File: config.mk
export PLATFORM = sky130hd
export DESIGN_NAME = dma_term_ctrl
export DESIGN_NICKNAME = d
export VERILOG_FILES = /design/src/rtl/dma_term_pkg.sv /design/src/rtl/dma_beat_fifo.sv /design/src/rtl/dma_src_track.sv /design/src/rtl/dma_irq_gen.sv /design/src/rtl/dma_term_ctrl.sv
export SDC_FILE = /design/constraint.sdc
export NUM_CORES = 1
export LEC_CHECK = 0
export ABC_CLOCK_PERIOD_IN_PS = 5000
export BUFFER_PORTS_ARGS = -buffer_cell sky130_fd_sc_hd__buf_2
export CORE_MARGIN = 1
export CORE_UTILIZATION = 50
export DETAILED_ROUTE_END_ITERATION = 7
export PLACE_DENSITY = 0.68
export SYNTH_ARGS = -nofsm -noshare
export SYNTH_HDL_FRONTEND = slang
export SYNTH_HIERARCHICAL = 1
export SYNTH_SLANG_ARGS = --single-unit
File: constraint.sdc
create_clock -name clk -period 5 [get_ports clk]
set_input_delay 0.75 -clock clk [delete_from_list [all_inputs] [get_ports clk]]
set_output_delay 0.75 -clock clk [all_outputs]
set_load 0.03 [all_outputs]
File: src/rtl/dma_term_pkg.sv
package dma_term_pkg;
  localparam int BEAT_W_DEF = 64;
  localparam int BUF_BEATS_DEF = 12;

  typedef struct packed {
    logic start;
    logic src_stop;
    logic dst_stop;
  } chan_evt_t;
endpackage

File: src/rtl/dma_beat_fifo.sv
module dma_beat_fifo #(
  parameter int DATA_W = 64,
  parameter int DEPTH  = 12,
  localparam int CNT_W = $clog2(DEPTH + 1),
  localparam int PTR_W = (DEPTH > 1) ? $clog2(DEPTH) : 1
) (
  input  logic              clk,
  input  logic              rst,
  input  logic              flush,
  input  logic              push,
  input  logic [DATA_W-1:0] push_data,
  input  logic              drain_en,
  input  logic              out_ready,
  output logic              out_valid,
  output logic [DATA_W-1:0] out_data,
  output logic [CNT_W-1:0]  level,
  output logic              full
);
  logic [DATA_W-1:0] mem [DEPTH];
  logic [PTR_W-1:0]  wr_ptr, rd_ptr;
  logic [CNT_W-1:0]  mem_cnt;
  logic              pop, load;

  assign mem_cnt = level - CNT_W'(out_valid);
  assign pop     = out_valid & out_ready;
  assign load    = drain_en & (mem_cnt != '0) & (~out_valid | out_ready);
  assign full    = (level == CNT_W'(DEPTH));

  function automatic logic [PTR_W-1:0] nxt(input logic [PTR_W-1:0] p);
    return (p == PTR_W'(DEPTH - 1)) ? '0 : p + 1'b1;
  endfunction

  // storage without reset so it maps onto block RAM with a registered read
  always_ff @(posedge clk) begin
    if (push && !flush) mem[wr_ptr] <= push_data;
    if (load) out_data <= mem[rd_ptr];
  end

  always_ff @(posedge clk) begin
    if (rst || flush) begin
      wr_ptr    <= '0;
      rd_ptr    <= '0;
      level     <= '0;
      out_valid <= 1'b0;
    end else begin
      if (push) wr_ptr <= nxt(wr_ptr);
      if (load) rd_ptr <= nxt(rd_ptr);
      level <= level + CNT_W'(push) - CNT_W'(pop);
      if (load) out_valid <= 1'b1;
      else if (pop) out_valid <= 1'b0;
    end
  end

  a_r2_no_overflow: assert property (@(posedge clk) disable iff (rst)
    (push && !flush) |-> (level < CNT_W'(DEPTH)));
  a_r2_no_underflow: assert property (@(posedge clk) disable iff (rst)
    (out_valid && out_ready) |-> (level != '0));
  a_r10_hold_beat: assert property (@(posedge clk) disable iff (rst)
    (out_valid && !out_ready && !flush) |=> (out_valid && $stable(out_data)));
endmodule

File: src/rtl/dma_src_track.sv
module dma_src_track #(
  parameter int ADDR_W     = 32,
  parameter int SIZE_W     = 16,
  parameter int BEAT_BYTES = 8
) (
  input  logic              clk,
  input  logic              rst,
  input  logic              start,
  input  logic              stopped,
  input  logic [ADDR_W-1:0] base_addr,
  input  logic              accept,
  output logic [ADDR_W-1:0] buf_addr,
  output logic [SIZE_W-1:0] buf_size
);
  always_ff @(posedge clk) begin
    if (rst) begin
      buf_addr <= '0;
      buf_size <= '0;
    end else if (start) begin
      buf_addr <= base_addr;
      buf_size <= '0;
    end else if (accept) begin
      buf_addr <= buf_addr + ADDR_W'(BEAT_BYTES);
      buf_size <= buf_size + SIZE_W'(BEAT_BYTES);
    end
  end

  a_r5_status_frozen: assert property (@(posedge clk) disable iff (rst)
    (stopped && !start) |=> ($stable(buf_size) && $stable(buf_addr)));
endmodule

File: src/rtl/dma_irq_gen.sv
module dma_irq_gen (
  input  logic clk,
  input  logic rst,
  input  logic start,
  input  logic arm,
  input  logic kill,
  input  logic empty,
  input  logic irq_en,
  input  logic irq_clr,
  output logic irq,
  output logic irq_stat
);
  logic sent, fire;

  assign fire = arm & empty & ~sent;

  always_ff @(posedge clk) begin
    if (rst) begin
      sent     <= 1'b0;
      irq      <= 1'b0;
      irq_stat <= 1'b0;
    end else begin
      irq <= fire & irq_en;
      if (start) sent <= 1'b0;
      else if (fire || kill) sent <= 1'b1;
      if (fire && irq_en) irq_stat <= 1'b1;
      else if (irq_clr) irq_stat <= 1'b0;
    end
  end

  a_r6_irq_when_empty: assert property (@(posedge clk) disable iff (rst)
    irq |-> empty);
  a_r6_single_pulse: assert property (@(posedge clk) disable iff (rst)
    irq |=> !irq);
endmodule

File: src/rtl/dma_term_ctrl.sv
module dma_term_ctrl
  import dma_term_pkg::*;
#(
  parameter int DATA_W    = BEAT_W_DEF,
  parameter int DEPTH     = BUF_BEATS_DEF,
  parameter int ADDR_W    = 32,
  parameter int SIZE_W    = 16,
  localparam int BEAT_BYTES = DATA_W / 8,
  localparam int CNT_W    = $clog2(DEPTH + 1)
) (
  input  logic              clk,
  input  logic              rst,
  input  logic              src_active_i,
  input  logic              dst_active_i,
  input  logic              freeze_i,
  input  logic              irq_en_i,
  input  logic              irq_clr_i,
  input  logic [ADDR_W-1:0] base_addr_i,
  input  logic              per_req_i,
  input  logic              per_done_i,
  input  logic              rd_valid_i,
  input  logic [DATA_W-1:0] rd_data_i,
  output logic              rd_ready_o,
  output logic              wr_valid_o,
  output logic [DATA_W-1:0] wr_data_o,
  input  logic              wr_ready_i,
  output logic [SIZE_W-1:0] buf_size_o,
  output logic [ADDR_W-1:0] buf_addr_o,
  output logic              irq_o,
  output logic              irq_stat_o
);
  chan_evt_t        evt;
  logic             src_act_q, dst_act_q, src_term_q, dst_term_q;
  logic             src_run, accept, drain_en, fifo_full;
  logic [CNT_W-1:0] level;

  assign evt.start    = src_active_i & ~src_act_q;
  assign evt.src_stop = per_done_i | (src_act_q & ~src_active_i);
  assign evt.dst_stop = dst_act_q & ~dst_active_i;

  always_ff @(posedge clk) begin
    if (rst) begin
      src_act_q  <= 1'b0;
      dst_act_q  <= 1'b0;
      src_term_q <= 1'b0;
      dst_term_q <= 1'b0;
    end else begin
      src_act_q <= src_active_i;
      dst_act_q <= dst_active_i;
      if (evt.start) begin
        src_term_q <= 1'b0;
        dst_term_q <= 1'b0;
      end else begin
        if (evt.src_stop || evt.dst_stop) src_term_q <= 1'b1;
        if (evt.dst_stop) dst_term_q <= 1'b1;
      end
    end
  end

  assign src_run    = src_act_q & src_active_i & ~src_term_q & ~per_done_i;
  assign rd_ready_o = src_run & dst_active_i & ~freeze_i & ~fifo_full & per_req_i;
  assign accept     = rd_valid_i & rd_ready_o;
  // a terminated source drains regardless of suspend
  assign drain_en   = dst_active_i & ~dst_term_q & (~freeze_i | src_term_q);

  dma_beat_fifo #(.DATA_W(DATA_W), .DEPTH(DEPTH)) u_fifo (
    .clk(clk), .rst(rst), .flush(evt.dst_stop),
    .push(accept), .push_data(rd_data_i),
    .drain_en(drain_en), .out_ready(wr_ready_i),
    .out_valid(wr_valid_o), .out_data(wr_data_o),
    .level(level), .full(fifo_full)
  );

  dma_src_track #(.ADDR_W(ADDR_W), .SIZE_W(SIZE_W), .BEAT_BYTES(BEAT_BYTES)) u_track (
    .clk(clk), .rst(rst), .start(evt.start), .stopped(src_term_q),
    .base_addr(base_addr_i), .accept(accept),
    .buf_addr(buf_addr_o), .buf_size(buf_size_o)
  );

  dma_irq_gen u_irq (
    .clk(clk), .rst(rst), .start(evt.start), .arm(src_term_q),
    .kill(evt.dst_stop), .empty(level == '0), .irq_en(irq_en_i),
    .irq_clr(irq_clr_i), .irq(irq_o), .irq_stat(irq_stat_o)
  );

  a_r4_no_read_after_stop: assert property (@(posedge clk) disable iff (rst)
    src_term_q |-> !(rd_valid_i && rd_ready_o));
  a_r9_discard: assert property (@(posedge clk) disable iff (rst)
    evt.dst_stop |=> !wr_valid_o);
endmodule

# Yosys cells after proc, flatten, opt, wreduce, memory -nomap -nowiden
# Memory sizes are Yosys's and may differ from the RTL's. A register that Yosys moved wholly into a read port is not among the register bits.
# Index checks and enable logic that the tools add are counted.
# word_totals
elab_cells	78
input_bits	107
out_inout_bits	116
mem_count	1
register_bits	68
ram_bits	768
# classes
n_reduce_logical	12
muxes	10
bitwise_logic	32
eq_ne	3
addsub	7
# memory_table
name	words	width	rd	rd_clocked_by_memory_dff	write_ports	line_no	text
u_fifo.mem	12	64	1	1	1	dma_beat_fifo.sv:19	logic [DATA_W-1:0] mem [DEPTH];
# ops
operator	n
two-way mux 32 bit	2
adder 32 x 4 -> 32 bit (second input constant)	1
bitwise AND 1 bit	19
adder 16 x 4 -> 16 bit (second input constant)	1
equality test 4 bit (second input constant)	3
inverter 1 bit	10
adder 4 x 1 -> 4 bit (second input constant)	2
two-way mux 4 bit	2
subtractor 4 x 1 -> 4 bit	2
two-way mux 1 bit	6
nonzero test 2 bit	3
adder 4 x 1 -> 4 bit	1
zero test 4 bit	1
nonzero test 4 bit	1
logical OR 1 bit	3
OR 1 bit	3
logical AND 1 bit	2
OR reduction 2 bit	1
zero test 1 bit	1

# Longest topological paths before layout
# depth
depth_word	11
ltp_mapped	12

# Cells and area by module
# Netlist, hierarchy kept.
# by_module_without_submodules
mod	n_inst	area_each_um2	seq_area_each_um2	cells_per_inst
dma_beat_fifo	1	31805.5	25244.2	1386
dma_src_track	1	2446.1	900.9	300
dma_term_ctrl	1	202.7	80.1	22
dma_irq_gen	1	96.3	60.1	9

# Worst setup path before layout
# No wires, ideal clock.
# synth_timing
kind	input port to flip-flop
startpoint	in freeze_i
endpoint	mem u_fifo.mem[4][0] (enable)
cell_stages	5
required_ns	4.571
path_buffers	0
setup_ns	0.429
arrival_ns	3.352
setup_slack_ns	1.219
cell_sequence	and4bb_1 -> and4_1 -> nand2b_1 -> nor3b_1 -> and2_1
# synth_via
elab_chain_len	8
# synth_lines
element	line_no	text
start: declaration	dma_term_ctrl.sv:15	input logic freeze_i,
inverter 1 bit	dma_term_ctrl.sv:61	assign rd_ready_o = src_run & dst_active_i & ~freeze_i & ~fifo_full & per_req_i;
bitwise AND 1 bit (3 in series)	dma_term_ctrl.sv:61	
bitwise AND 1 bit	dma_term_ctrl.sv:62	assign accept = rd_valid_i & rd_ready_o;
via accept	dma_term_ctrl.sv:34	logic src_run, accept, drain_en, fifo_full;
logical AND 1 bit	dma_beat_fifo.sv:35	if (push && !flush) mem[wr_ptr] <= push_data;
two-way mux 1 bit	dma_beat_fifo.sv:35	
two-way mux 1 bit (implied by the code)	dma_beat_fifo.sv:35	
end: declaration	dma_beat_fifo.sv:19	
# The timed path passes the listed nets, and every way through them passes these cells.

# Final worst setup path
# layout_timing
startpoint	reg u_fifo.level[3]
endpoint	mem u_fifo.mem[5][17] (enable)
# layout_via
elab_chain_len	8
# layout_lines
element	line_no	text
start: declaration	dma_beat_fifo.sv:16	output logic [CNT_W-1:0] level,
start signal: assignment	dma_beat_fifo.sv:48	level <= level + CNT_W'(push) - CNT_W'(pop);
equality test 4 bit	dma_beat_fifo.sv:27	assign full = (level == CNT_W'(DEPTH));
via fifo_full	dma_term_ctrl.sv:34	
inverter 1 bit	dma_term_ctrl.sv:61	
bitwise AND 1 bit (2 in series)	dma_term_ctrl.sv:61	
bitwise AND 1 bit	dma_term_ctrl.sv:62	
via accept	dma_term_ctrl.sv:34	
logical AND 1 bit	dma_beat_fifo.sv:35	
two-way mux 1 bit	dma_beat_fifo.sv:35	
two-way mux 1 bit (implied by the code)	dma_beat_fifo.sv:35	
# The timed path passes the listed nets, and every way through them passes these cells.

==> impl_metrics.py <==
metrics = {
    "outcome": {
        "status": "finished, final reports clean",
    },
    "final_layout": {
        "fillers": 5040,
        "syn2layout_area_growth_pct": 14.31,
        "drive_gt1_share_pct": 29.29,
        "nets": 2083,
    },
    "detailed_routing": {
        "viasPerCell": 5.798,
        "drc": 0,
        "drtAntennaViolNets": 0,
        "num_vias": 16940,
        "routed_wl_um": 68370,
        "drtIter0Drc": 1389,
        "post_drt_wl_per_cell_um": 23.41,
        "dr.pass1.iters": 5,
    },
    "global_route": {
        "antenna_found_initial": 6,
        "grt_max_degree": 65,
        "grt_usage_pct": 19.76,
        "first_global_vias": 17670,
        "grt-ovfl-total": 0,
        "grt_pass1_wl_um": 104900,
    },
    "logic_synthesis": {
        "synth.most_common_cell": "edfxtp_1",
        "synth.avg_cell_area_um2": 20.12,
        "yosysTopAreaCell": "edfxtp_1",
        "ys_types": 61,
        "synth-edff-count": 832,
        "synth_top_area_share_pct": 72.31,
        "netlist_area_um2": 34550,
        "netlist_instances": 1717,
        "synthTopCellsByArea": "edfxtp_1 72%, mux4_2 13%, dfxtp_1 3.8%",
        "synthFlopType": "edfxtp_1",
        "synth-seq-cells": 897,
        "ys_warn_count": 6,
        "seq_area_frac_synth_pct": 76.08,
        "async_flop_share_pct": 0,
        "yosys-top-cells-count": "832 x edfxtp_1, 192 x mux4_2, 96 x nand2_1, 71 x mux2i_1",
    },
    "floorplanning": {
        "rows": 96,
        "dieWidth_um": 264.9,
        "core-area_um2": 68470,
        "dieArea_um2": 70160,
        "start_util_pct": 50.46,
        "die_h_um": 264.9,
        "ios": 223,
    },
    "sta": {
        "period_needed_ps": 3387,
        "setup_violations": 0,
        "skew_ps": 21.20,
        "hold_violations": 0,
        "tightest_slew_ps": 1170,
        "finalSetupTns_ps": 0,
        "fin_crit_sh_pct": 67.73,
        "fin_ws_ps": 1613,
        "slew-limit-headroom_pct": 22.03,
        "rsz0062_at_grt": "false",
        "max_freq_mhz": 295.3,
        "drv_slew": 0,
    },
    "min_path": {
        "hp-class": "input pin to flip-flop",
    },
    "clocking": {
        "path_clk_slew_ps": 60,
        "cts_hold_buf": 0,
        "clockBufferDepth": 3,
        "cts_setup_buffers": 0,
        "cts_tree": "built",
        "root_buffer": "clkbuf_16",
        "cts_sinks": 897,
        "post_cts_resized": 0,
        "cts_max_level": 3,
        "cts-buffers-inserted": 91,
        "clk_latency_ps": 640,
    },
    "power_and_ir_drop": {
        "leakagePower_nw": 12.33,
        "power_w": 0.01618,
        "powerDensity_nw_per_um2": 409.7,
        "worst_ir_drop_vdd_mv": 0.2974,
    },
    "place": {
        "place_congestion": 0.7932,
        "dp.final_hpwl_um": 37660,
        "portBuffers": 219,
        "pre_cts_slack_ps": 1563,
    },
    "worst_setup_path": {
        "critPathLaunchType": "flip-flop",
        "r2r_slack_ps": 1610,
        "cp-endpoint": "u_fifo/mem[5][17]$_DFFE_PP_",
        "reg2reg_depth": 7,
        "end_kind": "flip-flop",
        "arrival_ps": 3640,
        "required_ps": 5250,
        "worstSetupPathType": "flip-flop to flip-flop",
        "r2r-start": "u_fifo/level[3]$_SDFF_PP0_",
        "critPathMaxFanout": 64,
        "setup.worst_path.start": "u_fifo/level[3]$_SDFF_PP0_",
        "rr_endpoint": "u_fifo/mem[5][17]$_DFFE_PP_",
    },
    "flow_run": {
        "maxCapViolations": 0,
    },
}
[routing by layer]
| layer | vias to the layer above | track usage (%) | wire [um] |
|---|---|---|---|
| li1 | 7503 | - | - |
| met1 | 8808 | 26.85 | 28710 |
| met2 | 510 | 33.07 | 34580 |
| met3 | 107 | 3.679 | 3772 |
| met4 | 8 | 5.187 | 1261 |
| met5 | - | 0 | 54 |
[layout by cell type, fill, tap and decap left out, types with 8 or more instances in the layout]
master,count
o31ai_1,8
or4_1,9
nor2_1,46
o21ai_0,13
or3_1,11
bufinv_16,10
nor4_1,8
clkbuf_16,93
a21oi_1,17
buf_2,219
mux4_2,192
a211oi_1,9
ha_1,14
nand2_1,96
dfxtp_1,61
mux2i_1,71
nand4_1,13
clkbuf_1,14
and2_4,12
edfxtp_1,832
a311oi_1,12
clkinv_2,13
buf_4,14
inv_1,22
o21ai_1,65
clkinv_1,24
nand3_1,12
xnor2_1,15
[registers in the layout, indices dropped and copies added (netlist names), 4 cells and up]
name	count
u_fifo/wr_ptr	4
u_fifo/out_data	64
u_fifo/mem	768
u_fifo/level	4
u_fifo/rd_ptr	4
u_track/buf_size	13
u_track/buf_addr	32
[final cells by class]
type | count | area, um2 | area share, %
flip-flops and latches | 897 | 26300 | 66.59
multi-input cells | 711 | 7737 | 19.59
clock buffers | 107 | 2380 | 6.025
repair buffers | 237 | 1281 | 3.244
well taps | 882 | 1104 | 2.794
clock inverters | 63 | 604.3 | 1.530
inverters | 23 | 86.33 | 0.2186
diodes | 1 | 2.502 | 0.006336
[power by group]
group	switching [W]	internal [W]
combinational	0.000614	0.000440
sequential	0.0000875	0.00831
clock	0.00280	0.00394
total	0.00350	0.0127
[cell families (layout without fill, tap and decap cells)]
kind of cell	after synthesis	after routing	synth area share (%)
compound gates	141	141	2.528
xor+xnor	23	23	0.6048
flops	897	897	76.08
buf+inv	111	430	1.659
simple gates	266	266	3.984
fa+ha+maj	15	15	0.5649
other cells	1	4	0.01085
mux	263	263	14.57
[metrics by stage]
stage          util [%]  hold WS [ps]  instances  instance area [um2]
2_1_floorplan         -         433.2       1719                34560
3_3_place_gp      53.32         458.3       2750                36510
3_5_place_dp      53.32         464.8       2750                36510
4_1_cts           57.68         328.2       2920                39490
5_1_grt           57.69         359.3       2921                39500
6_report          57.69         367.6       2921                39500
[worst max-delay path, stage by stage (launching register included)]
cell and delay, ps:
dfxtp_1 380, ha_1 210, and3_1 180, and4bb_1 270, and4_1 230, nand2b_1 140, nor3b_1 530, and2_4 1000
[worst min-delay path by stage]
stage,startpoint,cells after the start,to
5_1_grt,base_addr_i[4],3,u_track/buf_addr[4]$_SDFFE_PP0N_
3_5_place_dp,u_irq/irq_stat$_SDFFE_PP0P_,2,u_irq/irq_stat$_SDFFE_PP0P_
2_1_floorplan,dst_term_q$_SDFFE_PP0P_,2,dst_term_q$_SDFFE_PP0P_
3_3_place_gp,u_irq/irq_stat$_SDFFE_PP0P_,2,u_irq/irq_stat$_SDFFE_PP0P_
4_1_cts,src_active_i,2,src_act_q$_SDFF_PP0_
6_report,src_active_i,2,src_act_q$_SDFF_PP0_
Note: power is estimated with default switching activity, not from simulation.
